### src/rtl/fbu_pkg.sv
package fbu_pkg;
  localparam int unsigned SEG_W = 16;
  localparam int unsigned OFF_W = 16;
  localparam int unsigned PA_W  = 20;
  localparam int unsigned BYTE_W = 8;

  typedef enum logic [2:0] {
    ST_IDLE = 3'd0,
    ST_T1   = 3'd1,
    ST_T2   = 3'd2,
    ST_T3   = 3'd3,
    ST_T4   = 3'd4
  } bus_st_e;
endpackage

### src/rtl/fbu_addr_gen.sv
module fbu_addr_gen #(
  parameter int unsigned SEG_W = 16,
  parameter int unsigned OFF_W = 16,
  parameter int unsigned PA_W  = 20
) (
  input  logic [SEG_W-1:0] seg_i,
  input  logic [OFF_W-1:0] off_i,
  output logic [PA_W-1:0]  pa_o
);
  localparam int unsigned SHIFT = PA_W - SEG_W;

  logic [PA_W-1:0] seg_ext;
  logic [PA_W-1:0] off_ext;

  assign seg_ext = {seg_i, {SHIFT{1'b0}}};
  assign off_ext = {{(PA_W-OFF_W){1'b0}}, off_i};
  assign pa_o    = seg_ext + off_ext;  // carry out of PA_W dropped: wraps at top of space
endmodule

### src/rtl/fbu_byte_queue.sv
module fbu_byte_queue #(
  parameter int unsigned DEPTH = 4,
  parameter int unsigned W     = 8
) (
  input  logic         clk_i,
  input  logic         rst_ni,
  input  logic         clr_i,
  input  logic         push_i,
  input  logic [W-1:0] din_i,
  input  logic         pop_i,
  output logic [W-1:0] dout_o,
  output logic         vld_o,
  output logic         room_o
);
  localparam int unsigned PTR_W = (DEPTH > 1) ? $clog2(DEPTH) : 1;
  localparam int unsigned CNT_W = $clog2(DEPTH + 1);
  localparam logic [CNT_W-1:0] FULL_CNT = CNT_W'(DEPTH);
  localparam logic [PTR_W-1:0] LAST_PTR = PTR_W'(DEPTH - 1);

  logic [W-1:0]     slot_q [DEPTH];
  logic [PTR_W-1:0] wr_ptr_q, rd_ptr_q;
  logic [CNT_W-1:0] cnt_q;
  logic             do_push, do_pop;

  assign do_push = push_i && !clr_i;
  assign do_pop  = pop_i && !clr_i && (cnt_q != '0);

  for (genvar g = 0; g < DEPTH; g++) begin : g_slot
    always_ff @(posedge clk_i or negedge rst_ni) begin
      if (!rst_ni)                                   slot_q[g] <= '0;
      else if (do_push && wr_ptr_q == PTR_W'(g))     slot_q[g] <= din_i;
    end
  end

  always_ff @(posedge clk_i or negedge rst_ni) begin
    if (!rst_ni) begin
      wr_ptr_q <= '0;
      rd_ptr_q <= '0;
      cnt_q    <= '0;
    end else if (clr_i) begin
      wr_ptr_q <= '0;
      rd_ptr_q <= '0;
      cnt_q    <= '0;
    end else begin
      if (do_push) wr_ptr_q <= (wr_ptr_q == LAST_PTR) ? '0 : wr_ptr_q + 1'b1;
      if (do_pop)  rd_ptr_q <= (rd_ptr_q == LAST_PTR) ? '0 : rd_ptr_q + 1'b1;
      case ({do_push, do_pop})
        2'b10:   cnt_q <= cnt_q + 1'b1;
        2'b01:   cnt_q <= cnt_q - 1'b1;
        default: cnt_q <= cnt_q;
      endcase
    end
  end

  assign dout_o = slot_q[rd_ptr_q];
  assign vld_o  = (cnt_q != '0);
  assign room_o = (cnt_q < FULL_CNT);

  a_r1_no_overflow: assert property (@(posedge clk_i) disable iff (!rst_ni)
    (push_i && !clr_i) |-> (cnt_q < FULL_CNT || pop_i))
    else $error("R1: push into full queue");

  a_r1_count_bound: assert property (@(posedge clk_i) disable iff (!rst_ni)
    cnt_q <= FULL_CNT)
    else $error("R1: count above depth");
endmodule

### src/rtl/fbu_bus_seq.sv
module fbu_bus_seq
  import fbu_pkg::*;
(
  input  logic    clk_i,
  input  logic    rst_ni,
  input  logic    pend_i,
  input  logic    room_i,
  input  logic    flush_i,
  input  logic    we_i,
  output bus_st_e st_o,
  output logic    code_o,
  output logic    start_fetch_o,
  output logic    start_data_o,
  output logic    fetch_keep_o,
  output logic    data_end_o,
  output logic    ale_o,
  output logic    rd_o,
  output logic    wr_o
);
  bus_st_e st_q, st_d;
  logic    code_q;
  logic    disc_q;
  logic    busy;

  assign busy          = (st_q != ST_IDLE);
  assign start_data_o  = (st_q == ST_IDLE) && pend_i;
  assign start_fetch_o = (st_q == ST_IDLE) && !pend_i && room_i && !flush_i;

  always_comb begin
    st_d = st_q;
    unique case (st_q)
      ST_IDLE: if (start_data_o || start_fetch_o) st_d = ST_T1;
      ST_T1:   st_d = ST_T2;
      ST_T2:   st_d = ST_T3;
      ST_T3:   st_d = ST_T4;
      ST_T4:   st_d = ST_IDLE;
      default: st_d = ST_IDLE;
    endcase
  end

  always_ff @(posedge clk_i or negedge rst_ni) begin
    if (!rst_ni) begin
      st_q   <= ST_IDLE;
      code_q <= 1'b0;
      disc_q <= 1'b0;
    end else begin
      st_q <= st_d;
      if (start_data_o || start_fetch_o) begin
        code_q <= start_fetch_o;
        disc_q <= 1'b0;
      end else if (flush_i && busy && code_q) begin
        disc_q <= 1'b1;  // byte of this fetch belongs to the old stream
      end
    end
  end

  assign st_o         = st_q;
  assign code_o       = code_q;
  assign fetch_keep_o = (st_q == ST_T4) && code_q && !disc_q && !flush_i;
  assign data_end_o   = (st_q == ST_T4) && !code_q;
  assign ale_o        = (st_q == ST_T1);
  assign rd_o         = (st_q == ST_T4) && (code_q || !we_i);
  assign wr_o         = (st_q == ST_T4) && !code_q && we_i;

  a_r3_kind_hold: assert property (@(posedge clk_i) disable iff (!rst_ni)
    (st_q == ST_T1 || st_q == ST_T2 || st_q == ST_T3) |=> $stable(code_q))
    else $error("R3: cycle kind changed mid-cycle");

  a_r5_four_clocks: assert property (@(posedge clk_i) disable iff (!rst_ni)
    (st_q == ST_T1) |-> ##3 (st_q == ST_T4))
    else $error("R5: cycle length not four clocks");

  a_r5_idle_gap: assert property (@(posedge clk_i) disable iff (!rst_ni)
    (st_q == ST_T4) |=> (st_q == ST_IDLE))
    else $error("R5: no idle clock after a cycle");

  a_r4_data_first: assert property (@(posedge clk_i) disable iff (!rst_ni)
    (st_q == ST_IDLE && pend_i) |=> (st_q == ST_T1 && !code_q))
    else $error("R4: pending data request not served first");
endmodule

### src/rtl/fetch_bus_unit.sv
module fetch_bus_unit
  import fbu_pkg::*;
#(
  parameter int unsigned          DEPTH    = 4,
  parameter logic [SEG_W-1:0]     RESET_CS = 16'hFFFF,
  parameter logic [OFF_W-1:0]     RESET_IP = 16'h0000
) (
  input  logic              clk_i,
  input  logic              rst_ni,
  input  logic              flush_i,
  input  logic [SEG_W-1:0]  flush_seg_i,
  input  logic [OFF_W-1:0]  flush_off_i,
  input  logic              core_ibyte_req_i,
  output logic [BYTE_W-1:0] core_ibyte_o,
  output logic              core_ibyte_vld_o,
  output logic              core_stall_o,
  input  logic              core_dreq_i,
  input  logic              core_dwe_i,
  input  logic [SEG_W-1:0]  core_dseg_i,
  input  logic [OFF_W-1:0]  core_doff_i,
  input  logic [BYTE_W-1:0] core_dwdata_i,
  output logic              core_ddone_o,
  output logic [BYTE_W-1:0] core_drdata_o,
  output logic [PA_W-1:0]   bus_addr_o,
  output logic              bus_ale_o,
  output logic              bus_rd_o,
  output logic              bus_wr_o,
  output logic              bus_code_o,
  output logic [BYTE_W-1:0] bus_wdata_o,
  input  logic [BYTE_W-1:0] bus_rdata_i
);
  logic [SEG_W-1:0]  cs_q, dseg_q;
  logic [OFF_W-1:0]  ip_q, doff_q;
  logic              dwe_q, pend_q;
  logic [BYTE_W-1:0] dwd_q, drd_q;
  logic              ddone_q;
  logic [PA_W-1:0]   addr_q, pa;
  logic [SEG_W-1:0]  seg_sel;
  logic [OFF_W-1:0]  off_sel;

  bus_st_e st;
  logic    code, start_fetch, start_data, fetch_keep, data_end;
  logic    q_vld, q_room, q_pop;

  fbu_bus_seq i_seq (
    .clk_i         (clk_i),
    .rst_ni        (rst_ni),
    .pend_i        (pend_q),
    .room_i        (q_room),
    .flush_i       (flush_i),
    .we_i          (dwe_q),
    .st_o          (st),
    .code_o        (code),
    .start_fetch_o (start_fetch),
    .start_data_o  (start_data),
    .fetch_keep_o  (fetch_keep),
    .data_end_o    (data_end),
    .ale_o         (bus_ale_o),
    .rd_o          (bus_rd_o),
    .wr_o          (bus_wr_o)
  );

  // one adder shared by code and data addressing
  assign seg_sel = start_data ? dseg_q : cs_q;
  assign off_sel = start_data ? doff_q : ip_q;

  fbu_addr_gen #(.SEG_W(SEG_W), .OFF_W(OFF_W), .PA_W(PA_W)) i_agen (
    .seg_i (seg_sel),
    .off_i (off_sel),
    .pa_o  (pa)
  );

  assign q_pop = core_ibyte_req_i && q_vld;

  fbu_byte_queue #(.DEPTH(DEPTH), .W(BYTE_W)) i_queue (
    .clk_i  (clk_i),
    .rst_ni (rst_ni),
    .clr_i  (flush_i),
    .push_i (fetch_keep),
    .din_i  (bus_rdata_i),
    .pop_i  (q_pop),
    .dout_o (core_ibyte_o),
    .vld_o  (q_vld),
    .room_o (q_room)
  );

  always_ff @(posedge clk_i or negedge rst_ni) begin
    if (!rst_ni) begin
      cs_q <= RESET_CS;
      ip_q <= RESET_IP;
    end else if (flush_i) begin
      cs_q <= flush_seg_i;
      ip_q <= flush_off_i;
    end else if (fetch_keep) begin
      ip_q <= ip_q + 1'b1;
    end
  end

  always_ff @(posedge clk_i or negedge rst_ni) begin
    if (!rst_ni) begin
      pend_q <= 1'b0;
      dseg_q <= '0;
      doff_q <= '0;
      dwe_q  <= 1'b0;
      dwd_q  <= '0;
    end else begin
      if (core_dreq_i) begin
        pend_q <= 1'b1;
        dseg_q <= core_dseg_i;
        doff_q <= core_doff_i;
        dwe_q  <= core_dwe_i;
        dwd_q  <= core_dwdata_i;
      end else if (start_data) begin
        pend_q <= 1'b0;
      end
    end
  end

  always_ff @(posedge clk_i or negedge rst_ni) begin
    if (!rst_ni) begin
      addr_q  <= '0;
      ddone_q <= 1'b0;
      drd_q   <= '0;
    end else begin
      if (start_data || start_fetch) addr_q <= pa;
      ddone_q <= data_end;
      if (data_end && !dwe_q) drd_q <= bus_rdata_i;
    end
  end

  assign core_ibyte_vld_o = q_vld;
  assign core_stall_o     = core_ibyte_req_i && !q_vld;
  assign core_ddone_o     = ddone_q;
  assign core_drdata_o    = drd_q;
  assign bus_addr_o       = addr_q;
  assign bus_code_o       = code && (st != ST_IDLE);
  assign bus_wdata_o      = dwd_q;

  a_r7_ip_step: assert property (@(posedge clk_i) disable iff (!rst_ni)
    (fetch_keep && !flush_i) |=> (ip_q == $past(ip_q) + 16'd1))
    else $error("R7: code offset did not advance by one");

  a_r10_done_pulse: assert property (@(posedge clk_i) disable iff (!rst_ni)
    core_ddone_o |=> !core_ddone_o)
    else $error("R10: done longer than one clock");

  a_r5_addr_stable: assert property (@(posedge clk_i) disable iff (!rst_ni)
    (st == ST_T2 || st == ST_T3 || st == ST_T4) |-> $stable(bus_addr_o))
    else $error("R5: address moved inside a cycle");
endmodule

### config.mk
export PLATFORM = sky130hd
export DESIGN_NAME = fetch_bus_unit
export DESIGN_NICKNAME = d
export VERILOG_FILES = /design/src/rtl/fbu_pkg.sv /design/src/rtl/fbu_addr_gen.sv /design/src/rtl/fbu_byte_queue.sv /design/src/rtl/fbu_bus_seq.sv /design/src/rtl/fetch_bus_unit.sv
export SDC_FILE = /design/constraint.sdc
export NUM_CORES = 1
export LEC_CHECK = 0
export ABC_AREA = 1
export CORE_MARGIN = 5
export CORE_UTILIZATION = 35
export DETAILED_ROUTE_END_ITERATION = 16
export SLEW_MARGIN = 10
export SYNTH_ARGS = -nofsm -noshare
export SYNTH_HDL_FRONTEND = slang
export SYNTH_SLANG_ARGS = --single-unit
### constraint.sdc
create_clock -name clk_i -period 3.3 [get_ports clk_i]
set_input_delay 0.33 -clock clk_i [delete_from_list [all_inputs] [get_ports clk_i]]
set_output_delay 0.33 -clock clk_i [all_outputs]
set_load 0.01 [all_outputs]
# [Word-level counts from Yosys, hierarchy flattened]
# Cells that the tools add are included.
[word_totals] regBits=147 in_bits=86 output_inout_bits=51 word_cells=102
[classes] n_addsub=6 n_lt_le_gt_ge=2 eq_ne=11 mux=21 n_bitwise=1 n_reduce_logical=41
[ops] cell="$mux 16" count=4
[ops] cell="$logic_and 1x1->1" count=23
[ops] cell="$add 20x16->20" count=1
[ops] cell="$add 16x1->16 const B" count=1
[ops] cell="$bmux 8 s2" count=1
[ops] cell="$mux 8" count=2
[ops] cell="$mux 2" count=6
[ops] cell="$pmux 3 s4" count=1
[ops] cell="$reduce_bool 2->1" count=5
[ops] cell="$reduce_bool 3->1" count=3
[ops] cell="$eq 2x2->1 const B" count=4
[ops] cell="$eq 3x2->1 const B" count=2
[ops] cell="$logic_not 1->1" count=6
[ops] cell="$mux 3" count=2
[ops] cell="$pmux 3 s2" count=1
[ops] cell="$add 2x1->2 const B" count=2
[ops] cell="$eq 2x1->1 const B" count=2
[ops] cell="$mux 1" count=4
[ops] cell="$add 3x1->3 const B" count=1
[ops] cell="$eq 3x1->1 const B" count=1
[ops] cell="$eq 3x3->1 const B" count=1
[ops] cell="$ge 3x3->1 const B" count=1
[ops] cell="$logic_not 3->1" count=1
[ops] cell="$lt 3x3->1 const B" count=1
[ops] cell="5 further kinds" count=6

# [Depth between registers and ports, before layout]
[logic_depth] depth_word=8 ltp_mapped=18 depth_no_buf=16

# [By module]
# A second synthesis with hierarchy kept.
[unflattened] hier_cells=952 hier_area_um2=7841.3
[by_module_without_submodules] module="fetch_bus_unit" n_inst=1 cells_each=534 area_per_inst_um2=4767.1 seq_area_each_um2=2597.5
[by_module_without_submodules] module="fbu_byte_queue" n_inst=1 cells_each=214 area_per_inst_um2=1920.6 seq_area_each_um2=975.9
[by_module_without_submodules] module="fbu_addr_gen" n_inst=1 cells_each=168 area_per_inst_um2=862.1 seq_area_each_um2=0.0
[by_module_without_submodules] module="fbu_bus_seq" n_inst=1 cells_each=36 area_per_inst_um2=291.5 seq_area_each_um2=125.1

# [Worst setup path after synthesis]
# OpenSTA, ideal clock, no wires.
[synth_timing] path_kind="register to register" start="reg i_seq.st_q[2], in the netlist i_seq.st_o[2]" end="reg addr_q[18], in the netlist bus_addr_o[18]" setup_time_ps=118 arrival_time_ps=2595 required_time_ps=3182 slack_ps=587 stages_incl_launch_ff=19 path_buffers=2 period_less_slack_ps=2713 cell_sequence="dfrtp_1 > nor2_4 > nand3_2 > buf_2 > buf_2 > nand2_1 > o21ai_0 > ha_1 > fa_1 > nand2_1 > nand2_1 > o21ai_0 > inv_1 > nand3b_1 > nand3_1 > nand2_1 > nand2_1 > nand3_1 > nand2_1"
[synth_via] elab_chain_cells=5 word_cells_on_any_way=9 classes_between="1 x add/sub; 2 x mux; 6 x reduce/logical"
[synth_lines] item="start, declared" line="fbu_bus_seq.sv:20" source="bus_st_e st_q, st_d;"
[synth_lines] item="start signal, assigned" line="fbu_bus_seq.sv:47" source="st_q <= st_d;"
[synth_lines] item="$logic_not 3->1 *" line="fbu_bus_seq.sv:26, fbu_bus_seq.sv:27"
[synth_lines] item="branches (longest 4 deep; another with $add 20x16->20)"
[synth_lines] item="end signal, assigned" line="fetch_bus_unit.sv:125" source="if (start_data || start_fetch) addr_q <= pa;"
[synth_lines] item="end, declared" line="fetch_bus_unit.sv:37" source="logic [PA_W-1:0] addr_q, pa;"
# Every way passes the cells marked *.
# A chain may end at the register's enable or synchronous reset.

# [Worst setup path in the final report]
[layout_timing] start="reg i_queue.rd_ptr_q[0]" end="out core_ibyte_o[3]"
[layout_via] elab_chain_cells=4
[layout_lines] item="start, declared" line="fbu_byte_queue.sv:21" source="logic [PTR_W-1:0] wr_ptr_q, rd_ptr_q;"
[layout_lines] item="start signal, assigned" line="fbu_byte_queue.sv:46" source="if (do_pop) rd_ptr_q <= (rd_ptr_q == LAST_PTR) ? '0 : rd_ptr_q + 1'b1;"
[layout_lines] item="$not 2->3 (not written as such)" line="fbu_byte_queue.sv:55" source="assign dout_o = slot_q[rd_ptr_q];"
[layout_lines] item="$bmux 8 s2" line="fbu_byte_queue.sv:55"
[layout_lines] item="$mux 8 (not written as such) (2 in a row)" line="fbu_byte_queue.sv:55"
[layout_lines] item="end, declared" line="fetch_bus_unit.sv:14" source="output logic [BYTE_W-1:0] core_ibyte_o,"
# No other way between the ends. The select of a mux whose other input is x is not followed.

==> results_dict.tcl <==
set metrics [dict create \
    slowest_delay_ns 0.75 \
    dpl.hpwl_microns 14800 \
    yosysWarnings 0 \
    power_frac_comb_pct 42.8 \
    finalSetupViolations 0 \
    placed_area_sq_um 8980 \
    final_core_util_pct 46.1 \
    synth_top_cell_area_share_pct 44.4 \
    cts_buffers 17 \
    numPlacedInstances 1309 \
    seqPwrFrac_pct 30.6 \
    grt_max_degree 84 \
    clock.fmax_ghz 0.347 \
    cts_resized 0 \
    ir_drop_v 0.000577 \
    startpoint_type "flop" \
    finalClockSkew_ns 0.0128 \
    synth.area.top_cells "dfrtp_1, nand2_1, o21ai_0" \
    overflow 0 \
    vias 6355 \
    syn_avg_cell_area_sq_um 7.99 \
    worstPathRequired_ns 2.97 \
    tns_ns 0 \
    core_area_sq_um 20900 \
    drc_errors 0 \
    cp_max_fo 20 \
    rows 53 \
    finalCritPeriodShare_pct 87.3 \
    routed_via_density 4.74 \
    cp_top_family "buffers and inverters" \
    total_leakage_power_uw 0.00465 \
    final_cell_area_sq_um 9630 \
    wl_per_cell_microns 15.0 \
    dieArea_sq_um 24100 \
    chipWidth_microns 155 \
    synth-seq-area-share_pct 50.1 \
    swShare_pct 39.1 \
    whs_ns 0.407 \
    cts_sinks 147 \
    insertion_delay_ns 0.43 \
    track_usage_pct 17.2 \
    io_pins 137 \
    final-max-slew-violation-count 0 \
    postRouteAntennaNets 0 \
    crit_arrival_ns 2.55 \
    slowest_stage "dfrtp_1" \
    drt_pass1_iterations 7 \
    critPathCaptureType "primary output" \
    drt_iter0_drc 455 \
    drive_gt1_share_pct 7.78 \
    n_antenna_cell 0 \
    intPower_uw 4810 \
    min_path_type "input port to flop" \
    fin_nets 1160 \
    p_switching_uw 3090 \
    p_clk_share_pct 26.6 \
    synth_seq_cells 147 \
    antenna_found_initial 0 \
    synth.net_count 1030 \
    layout_commonest_cell "nand2_1" \
    yosys.cell_types.count 41 \
    htreeDepth 4 \
    cts.path.max_buffers 2 \
    crit_type "flop to primary output" \
    area_growth_pct 30.4 \
    root_buffer "clkbuf_16" \
    post_cts_buffers 0 \
    power.density_nw_per_um2 820 \
    final_cell_mix "nand2_1, clkdlybuf4s50_1, dfrtp_1" \
    synthCells 924 \
    initial_core_util_pct 35.4 \
    worst-path-buf-inv 2 \
    yosysTopAreaCell "dfrtp_1" \
    fin_crit_ns 2.88 \
    grt_pass1_wl_microns 32800 \
    cts_tree "yes" \
    fp.dieH_microns 155 \
    worst_slew_pin_slew_ns 0.784 \
    finalNonFillerCells 1342 \
    hold_viol_final 0 \
    finalWeightedCongestion 0.871 \
    status "complete, no violations" \
    port_buffers 136 \
    grt_pass1_vias 6237 \
    rsz0062_at_grt "no" \
    drt-total-wl_microns 20100 \
    clk_pin_slew_ns 0.07 \
    cap_violations 0 \
    cp_cell_sequence "inv_1 > o21ai_0 > o22ai_1 > clkdlybuf4s50_1" \
    slew_headroom_pct 47.7 \
    syn-cell-area_sq_um 7380 \
]
worst paths after layout:
path | from | to | slack (ns) | cells after the start
max | i_queue.rd_ptr_q[0] | core_ibyte_o[3] | 0.42 | 4
min | flush_seg_i[3] | cs_q[3] | 0.41 | 3
max reg2reg | i_seq.st_o[2] | bus_addr_o[18] | 0.44 | 14
min reg2reg | cs_q[3] | cs_q[3] | 0.46 | 2
max in group asynchronous | rst_ni | cs_q[11] | 1.92 | 3
min in group asynchronous | rst_ni | dseg_q[2] | 0.53 | 2
cell type report:
class / instances / area (sq um)
Fill cell: 2084 / 11300
Inverter: 94 / 353
Timing Repair Buffer: 145 / 1440
Tap cell: 275 / 344
Clock buffer: 17 / 425
Multi-Input combinational cell: 649 / 3160
Sequential cell: 147 / 3700
Clock inverter: 15 / 209
logic make-up (layout without fill, tap and decap cells):
logic type	count (synthesis)	in the layout	synth area share (%)
AO/OA/AOI/OAI	176	176	12.6
XOR/XNOR	17	17	2.02
adder cells (fa/ha/maj)	20	20	3.59
buffers and inverters	128	271	7.17
flip-flops	147	147	50.1
AND/OR/NAND/NOR	436	436	24.6
worst reg2reg max path, delay by kind of cell, from the launching register on:
| family | cells | cell delay (ns) |
|---|---|---|
| simple gates | 9 | 1.03 |
| buf+inv | 2 | 0.40 |
| flops | 1 | 0.45 |
| compound gates | 2 | 0.50 |
| fa+ha+maj | 1 | 0.38 |
state kept, by name, indices dropped and copies added, names as in the netlist:
register	count
pend_q	1
core_ddone_o	1
i_seq.st_o	3
i_queue.rd_ptr_q	2
dseg_q	16
i_seq.disc_q	1
i_queue.cnt_q	3
bus_addr_o	20
dwe_q	1
i_queue.slot_q	32
cs_q	16
doff_q	16
core_drdata_o	8
i_queue.wr_ptr_q	2
ip_q	16
bus_wdata_o	8
i_seq.code_o	1
per-stage QoR:
stage	total power [uW]	setup WS, ns
floorplan	4560	0.587
global placement	5810	0.579
detailed placement	5830	0.461
CTS	7970	0.424
global route	8520	0.166
finish	7890	0.419
synthesized netlist by cell type (all sizes together):
cell type	number
nand2	324
o21ai	133
dfrtp	131
inv	94
nor2	62
nand3	31
clkbuf	22
a21oi	19
ha	18
dfstp	16
buf	12
xor2	12
o22ai	10
nand4	9
nor3	6
xnor2	5
a31oi	3
a21o	2
fa	2
nand3b	2
o211ai	2
o31ai	2
a21boi	1
nor3b	1
o21a	1
o21bai	1
o221ai	1
o311ai	1
or2	1
metal layers:
metal | vias up | share of wire [%] | global-route usage, %
met5 | - | 0 | 0
li1 | 3215 | - | -
met1 | 2988 | 47 | 23.3
met2 | 129 | 47 | 28.1
met4 | 0 | 1.2 | 4.21
met3 | 23 | 4.7 | 3.78
repair_timing:
action	in CTS	in global routing
endpoints found under the setup margin	0	0
hold endpoints to repair	62	0
hold buffers	1	0
power groups by stage:
| stage | registers [uW] | clock network (uW) | logic, uW |
|---|---|---|---|
| final | 2420 | 2100 | 3380 |
| after global routing | 2460 | 2230 | 3830 |
| after CTS | 2420 | 2150 | 3410 |
| after detailed placement | 2450 | 0 | 3380 |
| after global placement | 2450 | 0 | 3360 |
| after floorplan | 2460 | 0 | 2100 |
(Power assumes the default switching activity.)
